[src/rtl/lun_dispatch_pkg.sv]
package lun_dispatch_pkg;

    typedef enum logic [1:0] {
        OP_READ  = 2'd0,
        OP_PROG  = 2'd1,
        OP_ERASE = 2'd2,
        OP_COPY  = 2'd3
    } nand_op_e;

    function automatic logic is_program(input nand_op_e op);
        return op == OP_PROG;
    endfunction

    function automatic logic is_read(input nand_op_e op);
        return op == OP_READ;
    endfunction

    // A program is held while reads are outstanding unless overlap is allowed
    function automatic logic prog_must_wait(input nand_op_e op,
                                            input logic allow_overlap,
                                            input logic any_read);
        return is_program(op) && !allow_overlap && any_read;
    endfunction

endpackage

[src/rtl/lun_req_slot.sv]
module lun_req_slot
    import lun_dispatch_pkg::*;
#(
    parameter int ROW_W    = 24,
    parameter int NUM_LUNS = 4,
    parameter int LUN_W    = 2,
    parameter int SHIFT_W  = 5
) (
    input  logic               clk,
    input  logic               rst,
    input  logic               in_valid,
    input  nand_op_e           in_op,
    input  logic [ROW_W-1:0]   in_row,
    input  logic [SHIFT_W-1:0] cfg_lsb,
    input  logic               take,
    output logic               ready,
    output logic               occ,
    output logic               cap,
    output nand_op_e           op,
    output logic [ROW_W-1:0]   row,
    output logic [LUN_W-1:0]   lun,
    output logic               err
);

    logic [ROW_W-1:0] field;
    logic             bad;
    logic             occ_q;
    logic             err_q;
    nand_op_e         op_q;
    logic [ROW_W-1:0] row_q;
    logic [LUN_W-1:0] lun_q;

    always_comb begin
        if (cfg_lsb >= SHIFT_W'(ROW_W)) begin
            field = '0;
        end else begin
            field = in_row >> cfg_lsb;
        end
        bad = field >= ROW_W'(NUM_LUNS);
    end

    assign ready = !occ_q;
    assign cap   = in_valid && !occ_q && !bad;

    always_ff @(posedge clk) begin
        if (rst) begin
            occ_q <= 1'b0;
            err_q <= 1'b0;
            op_q  <= OP_READ;
            row_q <= '0;
            lun_q <= '0;
        end else begin
            err_q <= in_valid && !occ_q && bad;
            if (cap) begin
                occ_q <= 1'b1;
                op_q  <= in_op;
                row_q <= in_row;
                lun_q <= field[LUN_W-1:0];
            end else if (take) begin
                occ_q <= 1'b0;
            end
        end
    end

    assign occ = occ_q;
    assign op  = op_q;
    assign row = row_q;
    assign lun = lun_q;
    assign err = err_q;

    AST_REJECT_LEAVES_EMPTY: assert property (@(posedge clk) disable iff (rst)
        err_q |-> !occ_q);

    AST_PENDING_HELD: assert property (@(posedge clk) disable iff (rst)
        (occ_q && !take) |=> (occ_q && $stable(row_q)));

    AST_TAKE_NEEDS_PENDING: assert property (@(posedge clk) disable iff (rst)
        take |-> occ_q);

endmodule

[src/rtl/lun_age_matrix.sv]
module lun_age_matrix #(
    parameter int NT = 4
) (
    input  logic           clk,
    input  logic           rst,
    input  logic [NT-1:0]  cap,
    input  logic [NT-1:0]  occ,
    output logic [NT*NT-1:0] older
);

    // older_q[i][j] = 1 means slot i arrived before slot j
    logic older_q [NT][NT];

    always_ff @(posedge clk) begin
        if (rst) begin
            for (int i = 0; i < NT; i++) begin
                for (int j = 0; j < NT; j++) begin
                    older_q[i][j] <= 1'b0;
                end
            end
        end else begin
            for (int i = 0; i < NT; i++) begin
                for (int j = 0; j < NT; j++) begin
                    if (i != j && (cap[i] || cap[j])) begin
                        if (cap[i] && cap[j]) begin
                            older_q[i][j] <= (i < j);
                        end else if (cap[j]) begin
                            older_q[i][j] <= occ[i];
                        end else begin
                            older_q[i][j] <= 1'b0;
                        end
                    end
                end
            end
        end
    end

    always_comb begin
        for (int i = 0; i < NT; i++) begin
            for (int j = 0; j < NT; j++) begin
                older[i*NT+j] = older_q[i][j];
            end
        end
    end

    for (genvar gi = 0; gi < NT; gi++) begin : g_row
        for (genvar gj = gi + 1; gj < NT; gj++) begin : g_col
            AST_AGE_ORDERED: assert property (@(posedge clk) disable iff (rst)
                (occ[gi] && occ[gj]) |-> (older_q[gi][gj] != older_q[gj][gi]));
        end
    end

endmodule

[src/rtl/lun_busy_track.sv]
module lun_busy_track #(
    parameter int NL    = 4,
    parameter int LUN_W = 2
) (
    input  logic             clk,
    input  logic             rst,
    input  logic             set_valid,
    input  logic [LUN_W-1:0] set_lun,
    input  logic             set_is_read,
    input  logic             clr_valid,
    input  logic [LUN_W-1:0] clr_lun,
    output logic [NL-1:0]    busy,
    output logic [NL-1:0]    rd_busy
);

    logic [NL-1:0] busy_q;
    logic [NL-1:0] rd_q;

    always_ff @(posedge clk) begin
        if (rst) begin
            busy_q <= '0;
            rd_q   <= '0;
        end else begin
            for (int l = 0; l < NL; l++) begin
                if (set_valid && set_lun == LUN_W'(l)) begin
                    busy_q[l] <= 1'b1;
                    rd_q[l]   <= set_is_read;
                end else if (clr_valid && clr_lun == LUN_W'(l)) begin
                    busy_q[l] <= 1'b0;
                    rd_q[l]   <= 1'b0;
                end
            end
        end
    end

    assign busy    = busy_q;
    assign rd_busy = rd_q;

    AST_ISSUE_TO_IDLE: assert property (@(posedge clk) disable iff (rst)
        set_valid |-> !busy_q[set_lun]);

    AST_BUSY_ON_ISSUE: assert property (@(posedge clk) disable iff (rst)
        set_valid |=> busy_q[$past(set_lun)]);

    AST_IDLE_ON_DONE: assert property (@(posedge clk) disable iff (rst)
        (clr_valid && !(set_valid && set_lun == clr_lun)) |=> !busy_q[$past(clr_lun)]);

    AST_READ_MARK_BUSY: assert property (@(posedge clk) disable iff (rst)
        (rd_q & ~busy_q) == '0);

endmodule

[src/rtl/lun_issue_pick.sv]
module lun_issue_pick #(
    parameter int NT    = 4,
    parameter int NL    = 4,
    parameter int LUN_W = 2,
    parameter int TID_W = 2
) (
    input  logic [NT-1:0]       occ,
    input  logic [NT*LUN_W-1:0] lun_flat,
    input  logic [NT-1:0]       wait_read,
    input  logic [NT*NT-1:0]    older,
    input  logic [NL-1:0]       busy,
    output logic [NT-1:0]       grant,
    output logic                any,
    output logic [TID_W-1:0]    idx
);

    logic [NT-1:0] elig;

    always_comb begin
        for (int i = 0; i < NT; i++) begin
            logic             blocked;
            logic [LUN_W-1:0] li;
            li      = lun_flat[i*LUN_W +: LUN_W];
            blocked = 1'b0;
            for (int j = 0; j < NT; j++) begin
                if (j != i && occ[j] && older[j*NT+i] &&
                    lun_flat[j*LUN_W +: LUN_W] == li) begin
                    blocked = 1'b1;
                end
            end
            elig[i] = occ[i] && !busy[li] && !blocked && !wait_read[i];
        end
    end

    always_comb begin
        grant = '0;
        any   = 1'b0;
        idx   = '0;
        for (int i = 0; i < NT; i++) begin
            if (elig[i] && !any) begin
                grant[i] = 1'b1;
                any      = 1'b1;
                idx      = TID_W'(i);
            end
        end
    end

endmodule

[src/rtl/lun_dispatch.sv]
module lun_dispatch
    import lun_dispatch_pkg::*;
#(
    parameter int NUM_THREADS = 4,
    parameter int NUM_LUNS    = 4,
    parameter int ROW_W       = 24,
    localparam int TID_W      = $clog2(NUM_THREADS),
    localparam int LUN_W      = $clog2(NUM_LUNS),
    localparam int SHIFT_W    = $clog2(ROW_W + 1)
) (
    input  logic                         clk,
    input  logic                         rst,
    input  logic [SHIFT_W-1:0]           cfg_lun_lsb,
    input  logic                         cfg_prog_after_read,
    input  logic [NUM_THREADS-1:0]       req_valid,
    output logic [NUM_THREADS-1:0]       req_ready,
    input  logic [2*NUM_THREADS-1:0]     req_op,
    input  logic [ROW_W*NUM_THREADS-1:0] req_row,
    output logic [NUM_THREADS-1:0]       req_err,
    output logic                         iss_valid,
    output logic [TID_W-1:0]             iss_thread,
    output logic [LUN_W-1:0]             iss_lun,
    output logic [1:0]                   iss_op,
    output logic [ROW_W-1:0]             iss_row,
    input  logic                         cmp_valid,
    input  logic [LUN_W-1:0]             cmp_lun
);

    logic [NUM_THREADS-1:0]       s_occ;
    logic [NUM_THREADS-1:0]       s_cap;
    logic [NUM_THREADS-1:0]       s_wait;
    logic [NUM_THREADS*LUN_W-1:0] s_lun_flat;
    logic [LUN_W-1:0]             s_lun [NUM_THREADS];
    nand_op_e                     s_op  [NUM_THREADS];
    logic [ROW_W-1:0]             s_row [NUM_THREADS];
    logic [NUM_THREADS*NUM_THREADS-1:0] older;
    logic [NUM_LUNS-1:0]          busy;
    logic [NUM_LUNS-1:0]          rd_busy;
    logic [NUM_THREADS-1:0]       grant;
    logic                         pick_any;
    logic [TID_W-1:0]             pick_idx;
    logic                         any_read;

    assign any_read = |rd_busy;

    for (genvar t = 0; t < NUM_THREADS; t++) begin : g_slot
        lun_req_slot #(
            .ROW_W    (ROW_W),
            .NUM_LUNS (NUM_LUNS),
            .LUN_W    (LUN_W),
            .SHIFT_W  (SHIFT_W)
        ) u_slot (
            .clk      (clk),
            .rst      (rst),
            .in_valid (req_valid[t]),
            .in_op    (nand_op_e'(req_op[2*t +: 2])),
            .in_row   (req_row[ROW_W*t +: ROW_W]),
            .cfg_lsb  (cfg_lun_lsb),
            .take     (grant[t]),
            .ready    (req_ready[t]),
            .occ      (s_occ[t]),
            .cap      (s_cap[t]),
            .op       (s_op[t]),
            .row      (s_row[t]),
            .lun      (s_lun[t]),
            .err      (req_err[t])
        );
        assign s_lun_flat[t*LUN_W +: LUN_W] = s_lun[t];
        assign s_wait[t] = prog_must_wait(s_op[t], cfg_prog_after_read, any_read);
    end

    lun_age_matrix #(
        .NT (NUM_THREADS)
    ) u_age (
        .clk   (clk),
        .rst   (rst),
        .cap   (s_cap),
        .occ   (s_occ),
        .older (older)
    );

    lun_issue_pick #(
        .NT    (NUM_THREADS),
        .NL    (NUM_LUNS),
        .LUN_W (LUN_W),
        .TID_W (TID_W)
    ) u_pick (
        .occ       (s_occ),
        .lun_flat  (s_lun_flat),
        .wait_read (s_wait),
        .older     (older),
        .busy      (busy),
        .grant     (grant),
        .any       (pick_any),
        .idx       (pick_idx)
    );

    assign iss_valid  = pick_any;
    assign iss_thread = pick_idx;
    assign iss_lun    = s_lun[pick_idx];
    assign iss_op     = s_op[pick_idx];
    assign iss_row    = s_row[pick_idx];

    lun_busy_track #(
        .NL    (NUM_LUNS),
        .LUN_W (LUN_W)
    ) u_busy (
        .clk         (clk),
        .rst         (rst),
        .set_valid   (pick_any),
        .set_lun     (s_lun[pick_idx]),
        .set_is_read (is_read(s_op[pick_idx])),
        .clr_valid   (cmp_valid),
        .clr_lun     (cmp_lun),
        .busy        (busy),
        .rd_busy     (rd_busy)
    );

    AST_PROG_AFTER_READ: assert property (@(posedge clk) disable iff (rst)
        (iss_valid && iss_op == 2'(OP_PROG) && !cfg_prog_after_read) |-> (rd_busy == '0));

    AST_ISSUE_WAS_PENDING: assert property (@(posedge clk) disable iff (rst)
        iss_valid |-> !req_ready[iss_thread]);

endmodule

[config.mk]
export PLATFORM = sky130hd
export DESIGN_NAME = lun_dispatch
export DESIGN_NICKNAME = d
export VERILOG_FILES = /design/src/rtl/lun_dispatch_pkg.sv /design/src/rtl/lun_req_slot.sv /design/src/rtl/lun_age_matrix.sv /design/src/rtl/lun_busy_track.sv /design/src/rtl/lun_issue_pick.sv /design/src/rtl/lun_dispatch.sv
export SDC_FILE = /design/constraint.sdc
export NUM_CORES = 1
export LEC_CHECK = 0
export BUFFER_PORTS_ARGS = -buffer_cell sky130_fd_sc_hd__buf_2
export CORE_ASPECT_RATIO = 0.6
export CORE_MARGIN = 2
export CORE_UTILIZATION = 57
export CTS_CLUSTER_SIZE = 24
export DETAILED_ROUTE_END_ITERATION = 10
export MAX_ROUTING_LAYER = met4
export PLACE_DENSITY = 0.88
export SLEW_MARGIN = 10
export SYNTH_ARGS = -nofsm -noshare
export SYNTH_HDL_FRONTEND = slang
export SYNTH_SLANG_ARGS = --single-unit
[constraint.sdc]
create_clock -name clk -period 9.5 [get_ports clk]
set_input_delay 0.475 -clock clk [delete_from_list [all_inputs] [get_ports clk]]
set_output_delay 0.475 -clock clk [all_outputs]
set_load 0.02 [all_outputs]
==> results.cfg, run 1 <==
[outcome]
status = finished clean

[timing]
setup_ws_ns = 4.14
setup_viol = 0
fmaxAchievable_mhz = 187
fin_skew_ns = 0.0103
setup_tns_ns = 0
hold_viol = 0
rsz0062_at_grt = false
slew_violations = 0
timing.final.crit_share_pct = 56.4
min_period_ns = 5.36
slew_headroom_pct = 19.2
tightest_slew_ns = 1.21

[die]
die-area_sq_mm = 0.0180
core_sq_mm = 0.0164
die_w_um = 172
initial_core_util_pct = 58.8
die_y_um = 105
ios = 158
rows = 36

[clocking]
cts_buffer_depth = 2
clk_latency_ns = 0.42
clk_pin_slew_ns = 0.06
cts-buffers-inserted = 17
cts_max_level = 4
root_buffer = clkbuf_16
cts_setup_buffers = 0
cts_tree = done
cts_sinks = 140
ctsResizeCount = 0
cts_hold_buf = 0

[worst_setup_path]
worst_setup_path_end_kind = output port
path_cells = mux4_2, a41oi_1, or4b_4, nor2b_1, nand2b_1, buf_4, inv_6, or2_1, o22ai_1, a31oi_1, buf_2
arrival_ns = 4.88
required_ns = 9.03
start_kind = flip-flop
cp_max_fo = 28
path_class = reg -> out
crit_slowest_cell = or2_1
max_stage_delay_ns = 0.78

[place]
dpl.hpwl_um = 24100
place_congestion = 1.07
numPortBuffers = 157
dp_slack_ns = 4.35
dpl_cell_area_sq_mm = 0.0102

[drt]
met3_length_um = 6630
routed_via_density = 7.09
drc_errors = 0
wl_met1_um = 13300
wl_met2_um = 13200
drtAntennaViolNets = 0
detail_route.wirelength_um = 34000
wl_per_cell_um = 24.7
dr.pass1.iters = 6
routed.top_layer = met4
vias = 9737
drtIter0Drc = 1974

[global_routing]
grt_usage_pct = 38.5
grt-ovfl-total = 0
antenna_found_initial = 1
grt_pass1_wl_um = 50900
grt_pass1_vias = 8535
grt_start_max_net_pins = 73

[layout]
multi_input_area_sq_mm = 0.00606
fill_cells = 1331
postLayoutCellArea_sq_mm = 0.0108
area_growth_pct = 12.1
fin_util_pct = 66.0
nets = 1251
drive_gt1_share_pct = 24.8
seq_area_sq_mm = 0.00291

[power]
ir_drop_uv = 103
total_power_w = 0.00184
p_leak_nw = 4.37
power_density_mw_per_mm2 = 171

[synth]
yosysMostFrequentCell = dfxtp_1
synth_flop_cell = dfxtp_1
synth_top_area_share_pct = 26.8
synthArstFlopShare_pct = 0
yosys.area.top_type = dfxtp_1
synth-seq-cells = 140
synth.cell_area_sq_mm = 0.00965
synth_nets = 1167
ys_types = 86
yosys_warnings = 0
synth_edf_count = 11
postSynthAreaPerCell_sq_um = 9.20
syn_inst = 1048
synth_area_leaders = dfxtp_1 27%, mux4_2 12%, mux2i_1 8.5%, nor2_1 3.9%, nand2_1 3.5%
seq_area_frac_synth_pct = 30.2
ys_top_cells_by_count = 129 x dfxtp_1, 100 x nor2_1, 89 x nand2_1

[hold_path]
hold_path_class = in -> reg

[flow_run]
max_cap_viol_count = 0
layout make-up:
| type | instances | area share (%) |
|---|---|---|
| multi-input cells | 780 | 56.0 |
| clock buffers | 18 | 3.97 |
| inverters | 26 | 0.949 |
| flip-flops and latches | 140 | 26.9 |
| clock inverters | 14 | 1.47 |
| well taps | 228 | 2.64 |
| repair buffers | 167 | 8.03 |
| diodes | 1 | 0.0231 |
stage by stage:
| step | hold WS [ns] | cells |
|---|---|---|
| 2_1_floorplan | 0.442 | 1048 |
| 3_3_place_gp | 0.458 | 1341 |
| 3_5_place_dp | 0.458 | 1341 |
| 4_1_cts | 0.272 | 1373 |
| 5_1_grt | 0.270 | 1374 |
| 6_report | 0.270 | 1374 |
flip-flops by register name, indices dropped and copies added (netlist names):
signal,count
g_slot.u_slot.err,4
g_slot.u_slot.op,8
u_age.older_q,12
g_slot.u_slot.row,96
u_busy.busy,4
u_busy.rd_busy,4
g_slot.u_slot.occ,4
g_slot.u_slot.lun,8
worst paths after layout:
kind / from / to / slack [ns] / cells after the start
hold reg to reg: g_slot[3].u_slot.row[19]$_SDFFE_PP0N_ / g_slot[3].u_slot.row[19]$_SDFFE_PP0N_ / 0.48 / 1
setup / recovery: g_slot[3].u_slot.lun[0]$_SDFFE_PP0N_ / iss_row[9] / 4.14 / 11
hold / removal: req_op[6] / g_slot[3].u_slot.op[0]$_SDFFE_PP0N_ / 0.27 / 2
setup reg to reg: g_slot[1].u_slot.lun[0]$_SDFFE_PP0N_ / u_busy.rd_busy[2]$_SDFFE_PP0P_ / 5.83 / 8
power by group:
group          leakage [nW]  switching (W)  internal (W)
registers              1.17      0.0000258      0.000625
clock network         0.285       0.000290      0.000393
logic                  2.92       0.000325      0.000185
total                  4.37       0.000641       0.00120
metal layers:
| metal | global-route usage, % | up-vias |
|---|---|---|
| li1 | - | 4134 |
| met1 | 55.2 | 4500 |
| met5 | - | - |
| met4 | 8.34 | 0 |
| met2 | 49.5 | 991 |
| met3 | 16.9 | 112 |
layout by cell type, fill, tap and decap left out, drive strengths merged, types with 33 or more instances in the layout:
cell type and instances:
dfxtp 129, a21oi 58, mux2i 82, buf 167, nand2 89, nand3 33, nor2 101, inv 33
o21ai 50, mux4 61
cells by family after synthesis:
kind of cell           Yosys count  share of synthesized area [%]
XOR/XNOR                        13                           1.18
flip-flops                     140                           30.2
AO/OA/AOI/OAI                  282                           20.3
multiplexers                   157                           24.8
buffers and inverters          128                           7.03
AND/OR/NAND/NOR                328                           16.5
worst max-delay path, delay by kind of cell, from the launching register on:
family,cells,cell delay [ns]
simple gates,4,1.65
compound gates,3,1.00
buf+inv,3,0.73
mux,1,0.55
flops,1,0.50
Note: power is estimated with default switching activity, not from simulation.
==> run 2: changes to the inputs <==
- clock period: 9.5 -> 5.4 ns (I/O delays scaled with it)
==> run 2 against run 1 <==
  * Worst hold slack lost 0.19 ns
  * Clock power grew 83%
  * Sequential share of layout area shrank 0.18 points
  * Global-route usage grew 1.1 points
  * Sequential power grew 77%
  * Utilization grew 0.44 points
  * Worst setup slack lost 3.2 ns
  * Critical path depth shrank 3
  * Clock skew shrank 0.0011 ns
  * First-iteration DRC count shrank 9.6%
  * Count of clock-buffer cells in the layout grew 1
  * Die area is the same
==> results.cfg, run 2 (synthesis results as in run 1) <==
[timing]
rsz0062_at_grt = false
hold_viol = 0
setup_viol = 0
setup_ws_ns = 0.911
timing.final.crit_share_pct = 83.1
slew_violations = 0
tightest_slew_ns = 1.01
fmaxAchievable_mhz = 223
slew_headroom_pct = 33.0
min_period_ns = 4.49
fin_skew_ns = 0.00916
setup_tns_ns = 0

[clocking]
clk_pin_slew_ns = 0.07
cts_tree = done
root_buffer = clkbuf_16
cts_max_level = 4
ctsResizeCount = 0
cts_hold_buf = 0
cts-buffers-inserted = 17
cts_setup_buffers = 0
cts_sinks = 140
cts_buffer_depth = 2
clk_latency_ns = 0.43

[layout]
drive_gt1_share_pct = 25.3
nets = 1258
layout_commonest_cell = buf_2
antennaDiodeCount = 0
largest_register_ffs = 96
fill_cells = 1351
area_growth_pct = 12.9
mostFrequentLayoutCells = 154 x buf_2, 129 x dfxtp_1, 99 x nor2_1, 89 x nand2_1, 82 x mux2i_1

[global_routing]
antenna_found_initial = 0
grt_start_max_net_pins = 88
grt.met3_usage_pct = 18.6
use_met1_pct = 56.6
globalRoute.busiestLayer = met1
grt_pass1_vias = 8772
grt_pass1_wl_um = 51900
grt_usage_pct = 39.6
use_met2_pct = 50.4
grt-ovfl-total = 0

[place]
numPortBuffers = 157
place_congestion = 1.12
dpl.hpwl_um = 24900
dp_slack_ns = 1.14

[drt]
dr.pass1.iters = 6
routed_via_density = 6.94
detail_route.wirelength_um = 34500
drc_errors = 0
drtIter0Drc = 1784
wl_per_cell_um = 25.0
vias = 9571
drtAntennaViolNets = 0

[worst_setup_path]
start_kind = flip-flop
worst_setup_path_end_kind = output port
cp_max_fo = 25
crit_slowest_cell = nand2_1
max_stage_delay_ns = 0.79
cp.buffers_inverters = 1
critPathTopFamily = compound AO/OA/AOI/OAI gates
path_cells = xor2_1, nor3_1, nor4_2, a21oi_1, nand2_1, o22ai_1, a31oi_1, buf_2
path_class = reg -> out
required_ns = 5.13
arrival_ns = 4.22

[hold_path]
hold_path_class = in -> reg

[power]
ir_drop_uv = 160
p_leak_nw = 4.41
power_density_mw_per_mm2 = 303

[die]
rows = 36
die_w_um = 172
die-area_sq_mm = 0.0180
ios = 158
core_sq_mm = 0.0164
die_y_um = 105
initial_core_util_pct = 58.8

[outcome]
status = finished clean

[flow_run]
max_cap_viol_count = 0
run 2: layout make-up:
cell class | count | area [sq um] | area share (%)
clock buffer | 19 | 454 | 4.17
clock inverter | 13 | 156 | 1.44
inverter | 26 | 103 | 0.942
multi-input combinational | 780 | 6060 | 55.6
sequential | 140 | 2910 | 26.7
tap | 228 | 285 | 2.62
timing repair buffer | 174 | 921 | 8.46
run 2: per-layer routing:
layer	part of all wire [%]	routed length (um)
met1	42	14300
met2	39	13600
met3	17	5910
met4	1.9	660
met5	0	0
run 2: path summary, 6_finish.rpt:
| path | from | to | slack, ns | depth (start not counted) |
|---|---|---|---|---|
| worst min register to register | g_slot[3].u_slot.row[0]$_SDFFE_PP0N_ | g_slot[3].u_slot.row[0]$_SDFFE_PP0N_ | 0.48 | 1 |
| worst max-delay path | g_slot[0].u_slot.lun[0]$_SDFFE_PP0P_ | iss_row[9] | 0.91 | 8 |
| worst min-delay path | req_op[6] | g_slot[3].u_slot.op[0]$_SDFFE_PP0N_ | 0.07 | 2 |
| worst max register to register | g_slot[1].u_slot.lun[0]$_SDFFE_PP0N_ | u_busy.rd_busy[2]$_SDFFE_PP0P_ | 1.69 | 8 |
run 2: worst register-to-register path: stages, from the launching register on:
cell,delay [ns]
dfxtp_1,0.52
mux4_2,0.56
a41o_1,0.23
nor4_2,0.21
a21boi_2,0.62
mux2_2,0.44
a221oi_1,0.47
nand2b_1,0.20
mux2_1,0.33
run 2: report_power, final:
group	internal (W)	total, W	switching [W]	leakage, nW
registers	0.00110	0.00115	0.0000502	1.17
clock network	0.000721	0.00125	0.000528	0.292
logic	0.000331	0.000906	0.000575	2.95
run 2: stage by stage:
step | utilization, % | instance area, sq um | power, W | hold slack (ns) | instances
floorplan | - | 9650 | 0.00174 | 0.403 | 1048
finish | 66.4 | 10900 | 0.00330 | 0.0749 | 1380
global route | 66.4 | 10900 | 0.00339 | 0.0841 | 1380
CTS | 66.4 | 10900 | 0.00327 | 0.0680 | 1380
detailed placement | 62.7 | 10300 | 0.00203 | 0.457 | 1348
global placement | 62.7 | 10300 | 0.00202 | 0.456 | 1348
==> run 3: changes to the inputs <==
- ABC_AREA: default -> 1
- clock period: 5.4 -> 4.6 ns (I/O delays scaled with it)
==> run 3 against run 2 <==
  * Sequential share of layout area is 0.39 points lower
  * Count of clock-buffer cells in the layout decreased by 2
  * Critical endpoint is now iss_row[14]
  * Clock power up 11%
  * Cell count grew 47%
  * Largest power group unchanged
  * Largest cell class unchanged
  * Sequential power up 18%
  * Total power rose by 18%
==> results.cfg, run 3 <==
[hold_path]
holdPathStages = 3
hp-start = req_op[4]
hold_path_class = in -> reg
holdPathEnd = g_slot[2].u_slot.op[0]$_SDFFE_PP0P_

[global_routing]
grt_pass1_vias = 10445
grt_usage_pct = 41.4
grt_pass1_wl_um = 57700
antenna_found_initial = 0
grt_start_max_net_pins = 86
grt-ovfl-total = 0

[worst_setup_path]
path_cells = inv_1, nand2_1, nand2_1, nand3_1, nand3_1, nor2_1, inv_1, nand2_1, nand2_2, inv_1, nor2_1, o21ai_0, buf_2
ff2ff_setup_slack_ns = 1.14
path_class = reg -> out
arrival_ns = 3.81
start_kind = flip-flop
cp_max_fo = 32
crit_slowest_cell = inv_1
worst_setup_path_end_kind = output port
r2r_end = u_busy.rd_busy[1]$_SDFFE_PP0P_
required_ns = 4.37
reg2reg_depth = 17
rr_startpoint = g_slot[2].u_slot.lun[0]$_SDFFE_PP0P_
max_stage_delay_ns = 0.71
worstSetupStartpoint = g_slot[2].u_slot.lun[0]$_SDFFE_PP0P_

[outcome]
status = finished clean

[flow_run]
max_cap_viol_count = 0

[clocking]
clk_pin_slew_ns = 0.07
clk_latency_ns = 0.43
root_buffer = clkbuf_16
cts_sinks = 140
cts_hold_buf = 0
cts_max_level = 4
ctsResizeCount = 0
cts_buffer_depth = 2
cts_tree = done
cts-buffers-inserted = 17
cts_setup_buffers = 0

[drt]
vias = 12033
detail_route.wirelength_um = 37600
drc_errors = 0
dr.pass1.iters = 6
drtIter0Drc = 1736
wl_per_cell_um = 18.6
drtAntennaViolNets = 0
routed_via_density = 5.95

[power]
p_clk_share_pct = 35.6
p_sw_w = 0.00150
p_leak_nw = 5.21
p_int_w = 0.00240
pwr-share-seq_pct = 34.9
comb_power_share_pct = 29.6
swShare_pct = 38.4
power_density_mw_per_mm2 = 353
ir_drop_uv = 277

[layout]
largest_register_ffs = 96
fill_cells = 1699
drive_gt1_share_pct = 12.4
area_growth_pct = 11.5
nets = 1894
layout_commonest_cell = nand2_1
fin_util_pct = 64.7
fin_cells = 2022
antennaDiodeCount = 0
multi_input_area_sq_mm = 0.00592
seq_area_sq_mm = 0.00291
mostFrequentLayoutCells = 618 x nand2_1, 173 x o21ai_0, 165 x nand3_1, 156 x buf_2, 142 x nor2_1

[synth]
synth-seq-cells = 140
synth_nets = 1823
yosys.area.top_type = dfxtp_1
synth_edf_count = 11
seq_area_frac_synth_pct = 29.4
synth.cell_area_sq_mm = 0.00991
ys_top_cells_by_count = 618 x nand2_1, 173 x o21ai_0, 166 x nand3_1
postSynthAreaPerCell_sq_um = 5.82
yosys_warnings = 0
ys_types = 37
synthArstFlopShare_pct = 0
synth_area_leaders = dfxtp_1 26%, nand2_1 23%, o21ai_0 8.7%, nand3_1 8.4%, nor2_1 5.4%
synth_top_area_share_pct = 26.1
synth_flop_cell = dfxtp_1
syn_inst = 1704
yosysMostFrequentCell = nand2_1

[place]
numPortBuffers = 157
dp_slack_ns = 0.872
dp.cells = 1990
place_congestion = 1.02
dpl.hpwl_um = 27600

[timing]
fin_skew_ns = 0.0143
fmaxAchievable_mhz = 248
timing.final.crit_share_pct = 87.8
setup_tns_ns = 0
setup_ws_ns = 0.560
hold_viol = 0
rsz0062_at_grt = false
slew_headroom_pct = 22.6
min_period_ns = 4.04
tightest_slew_ns = 1.15
slew_violations = 0
setup_viol = 0

[die]
core_sq_mm = 0.0171
rows = 37
die-area_sq_mm = 0.0185
die_y_um = 106
die_w_um = 174
ios = 158
initial_core_util_pct = 58.0
[run 3: how the worst max path moves through the flow]
stage	end	slack (ns)	depth (start not counted)
global route	iss_row[13]	0.28	13
global placement	u_age.older_q[0][0]$_SDFFCE_PP0P_	0.98	17
CTS	iss_row[12]	0.75	13
finish	iss_row[14]	0.56	13
detailed placement	u_age.older_q[0][0]$_SDFFCE_PP0P_	0.87	17
floorplan	iss_row[3]	2.10	14
[run 3: cell families after synthesis]
group / count (synthesis) / share of synthesized area (%)
and+or+nand+nor: 960 / 39.5
AOI/OAI and AO/OA: 362 / 19.6
buffers and inverters: 237 / 11.1
DFF: 140 / 29.4
xor gates and xnor gates: 3 / 0.265
muxes: 2 / 0.202
[run 3: power by group through the flow]
stage	Clock [W]	Sequential, W	Combinational (W)
finish	0.00139	0.00136	0.00115
global route	0.00143	0.00136	0.00125
CTS	0.00138	0.00136	0.00112
detailed placement	0	0.00138	0.00111
global placement	0	0.00138	0.00109
floorplan	0	0.00136	0.000769
[run 3: cell type report]
type                    count  share of cell area (%)
flip-flops and latches    140                    26.4
clock buffers              17                    3.85
multi-input cells        1327                    53.5
repair buffers            171                    8.20
well taps                 234                    2.65
inverters                 118                    4.03
clock inverters            15                    1.37
[run 3: critical path, delay by kind of cell, from the launching register on]
family	cells	cell delay, ns
buffers and inverters	4	1.16
flip-flops	1	0.57
AND/OR/NAND/NOR	8	1.28
AO/OA/AOI/OAI	1	0.35
[run 3: per-stage QoR]
stage	area, sq um	power, W	hold WS (ns)
CTS	11100	0.00385	0.0464
global route	11100	0.00405	0.0602
detailed placement	10500	0.00249	0.434
finish	11100	0.00390	0.0452
global placement	10500	0.00247	0.433
floorplan	9910	0.00213	0.368
[run 3: routing by layer]
| layer | wire length [um] | global-route usage, % | vias to the layer above |
|---|---|---|---|
| met4 | 1570 | 16.6 | 0 |
| met1 | 16000 | 59.5 | 5259 |
| met2 | 14300 | 54.9 | 947 |
| li1 | - | - | 5714 |
| met3 | 5770 | 10.2 | 113 |
| met5 | 0 | - | - |
